==> src/rtl/dual_port_mac_pkg.sv <==
package dual_port_mac_pkg;

  function automatic int acc_w(int data_w, int guard_w);
    return 2 * data_w + guard_w;
  endfunction

  // pipeline tag travelling with each read pair
  typedef struct packed {
    logic valid;
    logic last;
  } mac_tag_t;

endpackage

==> src/rtl/mac_addr_gen.sv <==
module mac_addr_gen #(
  parameter int ADDR_W = 8
) (
  input  logic              clk_i,
  input  logic              rst_ni,
  input  logic              load_i,
  input  logic [ADDR_W-1:0] base_i,
  input  logic              step_i,
  output logic [ADDR_W-1:0] addr_o
);

  logic [ADDR_W-1:0] ptr_q;

  always_ff @(posedge clk_i or negedge rst_ni) begin
    if (!rst_ni)     ptr_q <= '0;
    else if (load_i) ptr_q <= base_i;
    else if (step_i) ptr_q <= ptr_q + 1'b1;
  end

  assign addr_o = ptr_q;

  assert_ptr_load_R2: assert property (@(posedge clk_i) disable iff (!rst_ni)
    load_i |=> addr_o == $past(base_i));

  assert_ptr_step_R3: assert property (@(posedge clk_i) disable iff (!rst_ni)
    (step_i && !load_i) |=> addr_o == $past(addr_o) + 1'b1);

endmodule

==> src/rtl/mac_seq.sv <==
module mac_seq
  import dual_port_mac_pkg::*;
#(
  parameter int CNT_W = 8
) (
  input  logic             clk_i,
  input  logic             rst_ni,
  input  logic             start_i,
  input  logic             keep_i,
  input  logic [CNT_W-1:0] taps_i,
  output logic             start_ok_o,
  output logic             issue_o,
  output logic             clr_o,
  output logic             valid_o,
  output logic             done_o
);

  logic [CNT_W-1:0] cnt_q;
  logic             busy_q;
  logic             done_q;
  mac_tag_t         tag_q;

  // accept only when reads and the add stage are both idle
  assign start_ok_o = start_i && !busy_q && !tag_q.valid;
  assign clr_o      = start_ok_o && !keep_i;

  always_ff @(posedge clk_i or negedge rst_ni) begin
    if (!rst_ni) begin
      cnt_q  <= '0;
      busy_q <= 1'b0;
    end else if (start_ok_o) begin
      cnt_q  <= taps_i;
      busy_q <= (taps_i != '0);
    end else if (busy_q) begin
      cnt_q <= cnt_q - 1'b1;
      if (cnt_q == CNT_W'(1)) busy_q <= 1'b0;
    end
  end

  always_ff @(posedge clk_i or negedge rst_ni) begin
    if (!rst_ni) begin
      tag_q  <= '0;
      done_q <= 1'b0;
    end else begin
      tag_q.valid <= busy_q;
      tag_q.last  <= (busy_q && cnt_q == CNT_W'(1)) || (start_ok_o && taps_i == '0);
      if (start_ok_o)      done_q <= 1'b0;
      else if (tag_q.last) done_q <= 1'b1;
    end
  end

  assign issue_o = busy_q;
  assign valid_o = tag_q.valid;
  assign done_o  = done_q;

  assert_done_idle_R6: assert property (@(posedge clk_i) disable iff (!rst_ni)
    done_q |-> !busy_q);

  assert_start_ignored_R12: assert property (@(posedge clk_i) disable iff (!rst_ni)
    (busy_q && start_i) |=> cnt_q == $past(cnt_q) - 1'b1);

endmodule

==> src/rtl/mac_core.sv <==
module mac_core #(
  parameter int DATA_W = 16,
  parameter int ACC_W  = 40
) (
  input  logic              clk_i,
  input  logic              rst_ni,
  input  logic              clr_i,
  input  logic              valid_i,
  input  logic [DATA_W-1:0] x_i,
  input  logic [DATA_W-1:0] y_i,
  output logic [ACC_W-1:0]  acc_o
);

  localparam int PROD_W = 2 * DATA_W;

  logic signed [PROD_W-1:0] prod;
  logic signed [ACC_W-1:0]  prod_ext;
  logic signed [ACC_W-1:0]  acc_q;

  assign prod     = $signed(x_i) * $signed(y_i);
  assign prod_ext = ACC_W'(prod);

  always_ff @(posedge clk_i or negedge rst_ni) begin
    if (!rst_ni)      acc_q <= '0;
    else if (clr_i)   acc_q <= '0;
    else if (valid_i) acc_q <= acc_q + prod_ext;
  end

  assign acc_o = acc_q;

  assert_acc_hold_R5: assert property (@(posedge clk_i) disable iff (!rst_ni)
    (!valid_i && !clr_i) |=> $stable(acc_q));

  assert_acc_clear_R7: assert property (@(posedge clk_i) disable iff (!rst_ni)
    clr_i |=> acc_q == '0);

endmodule

==> src/rtl/mac_round_shift.sv <==
module mac_round_shift #(
  parameter int ACC_W   = 40,
  parameter int SHIFT_W = 5
) (
  input  logic [ACC_W-1:0]   acc_i,
  input  logic [SHIFT_W-1:0] shift_i,
  input  logic               round_i,
  output logic [ACC_W-1:0]   result_o
);

  logic signed [ACC_W:0] ext;
  logic signed [ACC_W:0] bias;
  logic signed [ACC_W:0] sum;
  logic signed [ACC_W:0] shifted;

  always_comb begin
    ext  = {acc_i[ACC_W-1], acc_i};
    bias = '0;
    if (round_i && shift_i != '0)
      bias = (ACC_W+1)'(1) << (shift_i - 1'b1);
    // one extra bit keeps the rounding add from wrapping
    sum     = ext + bias;
    shifted = sum >>> shift_i;
  end

  assign result_o = shifted[ACC_W-1:0];

endmodule

==> src/rtl/dual_port_mac.sv <==
module dual_port_mac #(
  parameter int DATA_W  = 16,
  parameter int ADDR_W  = 8,
  parameter int GUARD_W = 8,
  parameter int CNT_W   = 8,
  parameter int SHIFT_W = 5,
  localparam int ACC_W  = dual_port_mac_pkg::acc_w(DATA_W, GUARD_W)
) (
  input  logic               clk_i,
  input  logic               rst_ni,
  input  logic               start_i,
  input  logic               acc_keep_i,
  input  logic [CNT_W-1:0]   taps_i,
  input  logic [ADDR_W-1:0]  x_base_i,
  input  logic [ADDR_W-1:0]  y_base_i,
  input  logic [SHIFT_W-1:0] shift_i,
  input  logic               round_en_i,
  output logic               x_rd_o,
  output logic [ADDR_W-1:0]  x_addr_o,
  input  logic [DATA_W-1:0]  x_data_i,
  output logic               y_rd_o,
  output logic [ADDR_W-1:0]  y_addr_o,
  input  logic [DATA_W-1:0]  y_data_i,
  output logic               busy_o,
  output logic               done_o,
  output logic [ACC_W-1:0]   acc_o,
  output logic [ACC_W-1:0]   result_o
);

  localparam int NPORT = 2;

  logic              start_ok, issue, clr, valid;
  logic [ADDR_W-1:0] base [NPORT];
  logic [ADDR_W-1:0] addr [NPORT];

  assign base[0] = x_base_i;
  assign base[1] = y_base_i;

  mac_seq #(.CNT_W(CNT_W)) u_seq (
    .clk_i     (clk_i),
    .rst_ni    (rst_ni),
    .start_i   (start_i),
    .keep_i    (acc_keep_i),
    .taps_i    (taps_i),
    .start_ok_o(start_ok),
    .issue_o   (issue),
    .clr_o     (clr),
    .valid_o   (valid),
    .done_o    (done_o)
  );

  for (genvar p = 0; p < NPORT; p++) begin : g_agen
    mac_addr_gen #(.ADDR_W(ADDR_W)) u_agen (
      .clk_i (clk_i),
      .rst_ni(rst_ni),
      .load_i(start_ok),
      .base_i(base[p]),
      .step_i(issue),
      .addr_o(addr[p])
    );
  end

  mac_core #(.DATA_W(DATA_W), .ACC_W(ACC_W)) u_core (
    .clk_i  (clk_i),
    .rst_ni (rst_ni),
    .clr_i  (clr),
    .valid_i(valid),
    .x_i    (x_data_i),
    .y_i    (y_data_i),
    .acc_o  (acc_o)
  );

  mac_round_shift #(.ACC_W(ACC_W), .SHIFT_W(SHIFT_W)) u_rs (
    .acc_i   (acc_o),
    .shift_i (shift_i),
    .round_i (round_en_i),
    .result_o(result_o)
  );

  assign x_rd_o   = issue;
  assign y_rd_o   = issue;
  assign x_addr_o = addr[0];
  assign y_addr_o = addr[1];
  assign busy_o   = issue;

  assert_noshift_pass_R10: assert property (@(posedge clk_i) disable iff (!rst_ni)
    (shift_i == '0) |-> result_o == acc_o);

  assert_reads_end_done_R4: assert property (@(posedge clk_i) disable iff (!rst_ni)
    $fell(busy_o) |=> done_o);

endmodule

==> config.mk <==
export PLATFORM = sky130hd
export DESIGN_NAME = dual_port_mac
export DESIGN_NICKNAME = d
export VERILOG_FILES = /design/src/rtl/dual_port_mac_pkg.sv /design/src/rtl/mac_addr_gen.sv /design/src/rtl/mac_seq.sv /design/src/rtl/mac_core.sv /design/src/rtl/mac_round_shift.sv /design/src/rtl/dual_port_mac.sv
export SDC_FILE = /design/constraint.sdc
export NUM_CORES = 1
export LEC_CHECK = 0
export BUFFER_PORTS_ARGS = -buffer_cell sky130_fd_sc_hd__buf_4
export CORE_MARGIN = 4
export CORE_UTILIZATION = 40
export CTS_CLUSTER_SIZE = 25
export DETAILED_ROUTE_END_ITERATION = 8
export HOLD_SLACK_MARGIN = 0.15
export PLACE_DENSITY = 0.57
export SLEW_MARGIN = 15
export SYNTH_ARGS = -nofsm -noshare
export SYNTH_HDL_FRONTEND = slang
export SYNTH_SLANG_ARGS = --single-unit
==> constraint.sdc <==
create_clock -name clk_i -period 18.2 [get_ports clk_i]
set_clock_uncertainty 0.05 [all_clocks]
set_input_delay 1.82 -clock clk_i [delete_from_list [all_inputs] [get_ports clk_i]]
set_output_delay 1.82 -clock clk_i [all_outputs]
set_load 0.1 [all_outputs]
==> flow_summary.ini, run 1 <==
[route]
drtIter0Drc = 1817
wirelength_um = 66300
drc = 0
viasPerCell = 5.72
dr.pass1.iters = 6
wire_per_inst_um = 19.9
vias = 19000
ant_nets = 0

[synth]
synthArstFlopShare_pct = 100
synth_warnings = 0
ys_types = 97
synth_edf_count = 0
synthCells = 2568
synth_seq_area_share_pct = 7.92
ys.flop_type = dfrtp_1
yosys-top-cells-area = fa_1, ha_1, dfrtp_1
synth_top_area_share_pct = 30.8
ys_seq_elements = 68
synthTopCellsByCount = inv_1, fa_1, nand2_1
syn_area_per_cell_um2 = 8.37
syn_area_um2 = 21500
syn_nets = 3116
synth.largest_area_cell = fa_1
synth_most_common_cell = inv_1

[clock_network]
clock_latency_ns = 0.37
htreeDepth = 3
cts_tree = built
clock_sinks = 68
clock_path_buffers = 2
post_cts_resize_count = 0
post_cts_buffers = 0
numCtsBuffers = 9
postCtsHoldBufs = 0
cts_root_buffer = clkbuf_16
path_clk_slew_ns = 0.06

[critical_path]
r2r-start = u_core.acc_o[3]
cp-start-kind = input pin
arrival_ns = 7.82
crit_slowest_cell = a31oi_1
cp_cell_sequence = buf_4, inv_1, buf_4, nor2_1, nand2_1, nor2_1, ha_1, a21oi_1, o21ai_1, a31oi_1, a21oi_1, nor3b_1, xnor2_1, mux2i_1, mux4_2, o22ai_1, mux2_2, buf_4
crit_required_ns = 16.33
r2r_slack_ns = 11.78
critPathTopFamily = compound AO/OA/AOI/OAI gates
end_kind = output pin
reg2reg_to = u_core.acc_o[35]
critPathMaxStageDelay_ns = 0.64
crit_type = in2out
critPathLaunch = shift_i[3]
path_buf_inv = 4
r2r_cells = 21
critPathMaxFanout = 40
crit_top_cell = buf_4

[sta]
slew_viol_final = 0
finalHoldViolations = 0
setup_viol = 0
min_period_ns = 9.69
tightest_slew_ns = 1.17
rsz0062_at_grt = false
fin_setup_tns_ns = 0
clock.fmax_mhz = 103
slew_headroom_pct = 21.1
min_period_over_period_pct = 53.2

[floorplanning]
io_pins = 166
die_w_um = 240
dieArea_um2 = 57500
placementRows = 84
die_y_um = 240
coreArea_um2 = 52900
start_util_pct = 40.7

[cells_and_area]
syn2layout_area_growth_pct = 9.35
diodes = 0
final_nets = 3182
layout-drive-gt1-share_pct = 9.97
nFillCells = 5273

[place]
place.gp.congestion = 0.979
io_buffers = 165
dp_hpwl_um = 55500

[global_route]
grt-ovfl-total = 0
grt_max_degree = 66
grt_pass1_vias = 19500
grt_pass1_wl_um = 108000
grt_antenna_before_repair = 0
grtUsageTotal_pct = 23.4

[hold_path]
hold_class = reg2reg
holdPathEnd = u_seq.done_o
hp-start = u_seq.tag_q[0]
min_path_cells = 1

[flow_run]
maxCapViolCount = 0

[status]
outcome = complete, no violations
==> cell type report <==
cell class | count | area (µm²) | area share (%)
flip-flops and latches | 68 | 1700 | 7.24
inverters | 432 | 1620 | 6.90
clock buffers | 9 | 225 | 0.958
multi-input cells | 1947 | 17700 | 75.3
repair buffers | 176 | 1320 | 5.62
clock inverters | 7 | 81.3 | 0.346
well taps | 688 | 861 | 3.66
==> cells in the final DEF, fill, tap and decap left out, types with 9 or more instances in the layout <==
cell       instances
a211o_1           10
a211oi_1          30
a21o_1            35
a21oi_1          115
a22o_1            15
a31oi_1           16
and2_1           130
and3_1            18
and4_1            10
buf_4            176
clkbuf_16          9
dfrtp_1           68
fa_1             331
ha_1             151
inv_1            431
mux2_2            14
mux2i_1           60
mux4_2            17
nand2_1          295
nand2b_1          12
nand3_1           46
nand4_1           20
nor2_1           153
nor3_1            33
nor4_1            13
o211ai_1          20
o21a_1            31
o21ai_0           89
o21ai_1           15
o21bai_1           9
o31ai_1           11
or3_1             10
xnor2_1           56
xor2_1            21
==> per-layer routing <==
| layer | GRT usage, % | vias to the layer above | part of all wire (%) |
|---|---|---|---|
| met4 | 4.95 | 0 | 2.2 |
| met1 | 32.6 | 9645 | 44 |
| met2 | 39.4 | 617 | 48 |
| met5 | 0 | - | 0 |
| met3 | 2.99 | 96 | 5.5 |
| li1 | - | 8684 | - |
==> flip-flops by register name, summed over array words and instances (netlist names) <==
register / count
g_agen.u_agen.addr_o: 16
u_seq.tag_q: 1
u_seq.issue_o: 1
u_seq.done_o: 1
u_seq.valid_o: 1
u_seq.cnt_q: 8
u_core.acc_o: 40
==> cell families after synthesis <==
family / after synthesis / share of synthesized area, %
buffers and inverters: 553 / 9.82
muxes: 94 / 5.48
DFF: 68 / 7.92
xor gates and xnor gates: 77 / 3.14
AOI/OAI and AO/OA: 528 / 17.1
other: 1 / 0.0174
adders and majority gates: 482 / 39.6
and+or+nand+nor: 765 / 16.9
==> through the flow <==
stage | utilization, % | std cells | instance area (µm²) | hold slack, ns | setup WS (ns)
detailed placement | 43.9 | 3311 | 23200 | 0.430 | 8.79
finish | 44.5 | 3327 | 23500 | 0.448 | 8.51
global placement | 43.9 | 3311 | 23200 | 0.423 | 8.72
global route | 44.5 | 3327 | 23500 | 0.486 | 8.23
CTS | 44.5 | 3327 | 23500 | 0.452 | 8.78
floorplan | - | 2568 | 21500 | 0.408 | 7.27
==> how the worst max path moves through the flow <==
stage | to | slack, ns | depth (start not counted)
2_1_floorplan | result_o[19] | 7.27 | 21
3_3_place_gp | result_o[2] | 8.72 | 18
3_5_place_dp | result_o[2] | 8.79 | 18
4_1_cts | result_o[2] | 8.78 | 18
5_1_grt | result_o[2] | 8.23 | 18
6_report | result_o[2] | 8.51 | 18
Power of run 1 is not shown: default switching activity piles up to over one toggle a cycle in this logic, so the estimate is an artifact.
==> run 2, diff against run 1 <==
Settings changed: ABC_AREA set to 1.
Clock period 18.2 ns to 9.4 ns, I/O delays scaled along.
==> run 2 against run 1 <==
Against the previous run: critical path type is now in2reg; first-iteration DRC count is 17% lower; synthesized cell count is 20% higher; sequential share of layout area is 0.12 points higher.
==> flow_summary.ini, run 2 <==
[status]
outcome = complete, no violations

[critical_path]
critPathTopFamily = adder cells
crit_required_ns = 9.59
end_kind = flip-flop
r2r_cells = 20
crit_end = u_core.acc_o[38]
cp_cell_sequence = buf_4, nand2_1, inv_1, fa_1, fa_1, inv_1, fa_1, fa_1, inv_1, fa_1, inv_1, fa_1, inv_1, ha_1, nand2_1, nor3_1, inv_1, nor4_1, o21ai_0, nand3_1, a21oi_1, o21ai_0, o21ai_0
reg2reg_to = u_core.acc_o[35]
path_buf_inv = 7
crit_type = in2reg
arrival_ns = 7.10
critPathMaxStageDelay_ns = 0.80
cp-start-kind = input pin
crit_cells = 23
critPathMaxFanout = 16
crit_slowest_cell = fa_1
r2r-start = u_core.acc_o[15]
critPathLaunch = y_data_i[1]
r2r_slack_ns = 3.97

[cells_and_area]
mostFrequentLayoutCells = nand2_1, inv_1, fa_1
nFillCells = 5531
diodes = 0
final_nets = 3699
instances_no_fill = 3844
layout-drive-gt1-share_pct = 7.35
syn2layout_area_growth_pct = 9.24
final_common_cell = nand2_1
final_util_pct = 44.1
largest_reg_flops = 40

[synth]
synthArstFlopShare_pct = 100
synthCells = 3091
synth.largest_area_cell = fa_1
ys_seq_elements = 68
syn_area_um2 = 21200
syn_nets = 3639
synth_most_common_cell = nand2_1
ys.flop_type = dfrtp_1
synth_warnings = 0
synth_seq_area_share_pct = 8.04
synth_top_area_share_pct = 31.3
synthTopCellsByCount = nand2_1, inv_1, fa_1
syn_area_per_cell_um2 = 6.85
ys_types = 46
yosys-top-cells-area = fa_1, nand2_1, inv_1
synth_edf_count = 0

[clock_network]
numCtsBuffers = 9
post_cts_resize_count = 0
htreeDepth = 3
post_cts_buffers = 0
clock_sinks = 68
clock_path_buffers = 2
cts_root_buffer = clkbuf_16
cts_tree = built
clock_latency_ns = 0.36
postCtsHoldBufs = 0
path_clk_slew_ns = 0.06

[route]
drc = 0
viasPerCell = 5.14
vias = 19700
wirelength_um = 65500
dr.pass1.iters = 5
ant_nets = 0
wire_per_inst_um = 17.0
drtIter0Drc = 1503

[place]
place.gp.congestion = 0.938
io_buffers = 165
dpl.cell_count = 3828
dp_hpwl_um = 55700

[floorplanning]
io_pins = 166
die_y_um = 238
dieArea_um2 = 56600
start_util_pct = 40.3
die_w_um = 238
coreArea_um2 = 52400
placementRows = 84

[sta]
slew_headroom_pct = 26.0
tightest_slew_ns = 1.10
rsz0062_at_grt = false
finalHoldViolations = 0
min_period_over_period_pct = 73.5
slew_viol_final = 0
clock.fmax_mhz = 145
fin_setup_tns_ns = 0
min_period_ns = 6.91
setup_viol = 0

[global_route]
grt_max_degree = 64
grt-ovfl-total = 0
grt_pass1_vias = 20000
grt_pass1_wl_um = 107000
grtUsageTotal_pct = 23.3
grt_antenna_before_repair = 0

[flow_run]
maxCapViolCount = 0

[hold_path]
hold_class = in2async
==> run 2: cell count changes after synthesis, moves of 26 or more <==
cell     delta
nand2_1   +483
inv_1     +289
nand3_1   +273
and2_1    -129
mux2i_1    -58
nor2_1     +41
xnor2_1    -39
a21o_1     -33
o21a_1     -26
==> run 2: cell families after synthesis <==
kind of cell,Yosys count,synth area share (%)
AOI/OAI and AO/OA,278,7.46
xor gates and xnor gates,29,1.20
adders and majority gates,482,40.2
buffers and inverters,850,15.2
DFF,68,8.04
muxes,2,0.0946
other,1,0.0177
and+or+nand+nor,1381,27.7
==> run 2: per-layer routing <==
| layer | part of all wire [%] | global-route usage (%) |
|---|---|---|
| met1 | 45 | 32.2 |
| met3 | 6.0 | 3.11 |
| met4 | 1.8 | 4.87 |
| met5 | 0 | 0 |
| met2 | 48 | 39.4 |
==> run 2: layout make-up <==
cell class / instances / area, µm² / share of cell area, %
Multi-Input combinational cell: 2173 / 16200 / 70.2
Inverter: 724 / 2720 / 11.8
Sequential cell: 68 / 1700 / 7.36
Timing Repair Buffer: 175 / 1310 / 5.68
Tap cell: 688 / 861 / 3.72
Clock buffer: 10 / 239 / 1.03
Clock inverter: 6 / 48.8 / 0.211
==> run 2: worst min path at each step <==
stage               slack (ns)                         end  cells past startpoint
floorplan                 0.39                u_seq.done_o                      2
detailed placement        0.41                u_seq.done_o                      2
CTS                       0.32  g_agen[1].u_agen.addr_o[7]                      1
global placement          0.41                u_seq.done_o                      2
finish                    0.33  g_agen[1].u_agen.addr_o[4]                      1
global route              0.33  g_agen[1].u_agen.addr_o[7]                      1
==> run 2: metrics by stage <==
| stage | instance area [µm²] | setup WS [ns] | hold slack, ns |
|---|---|---|---|
| after floorplan | 21200 | 2.78 | 0.395 |
| after global placement | 22800 | 2.24 | 0.410 |
| after detailed placement | 22800 | 2.16 | 0.413 |
| after CTS | 23100 | 2.53 | 0.321 |
| after global routing | 23100 | 1.99 | 0.327 |
| final | 23100 | 2.49 | 0.334 |
Power of run 2 is left out for the same reason.
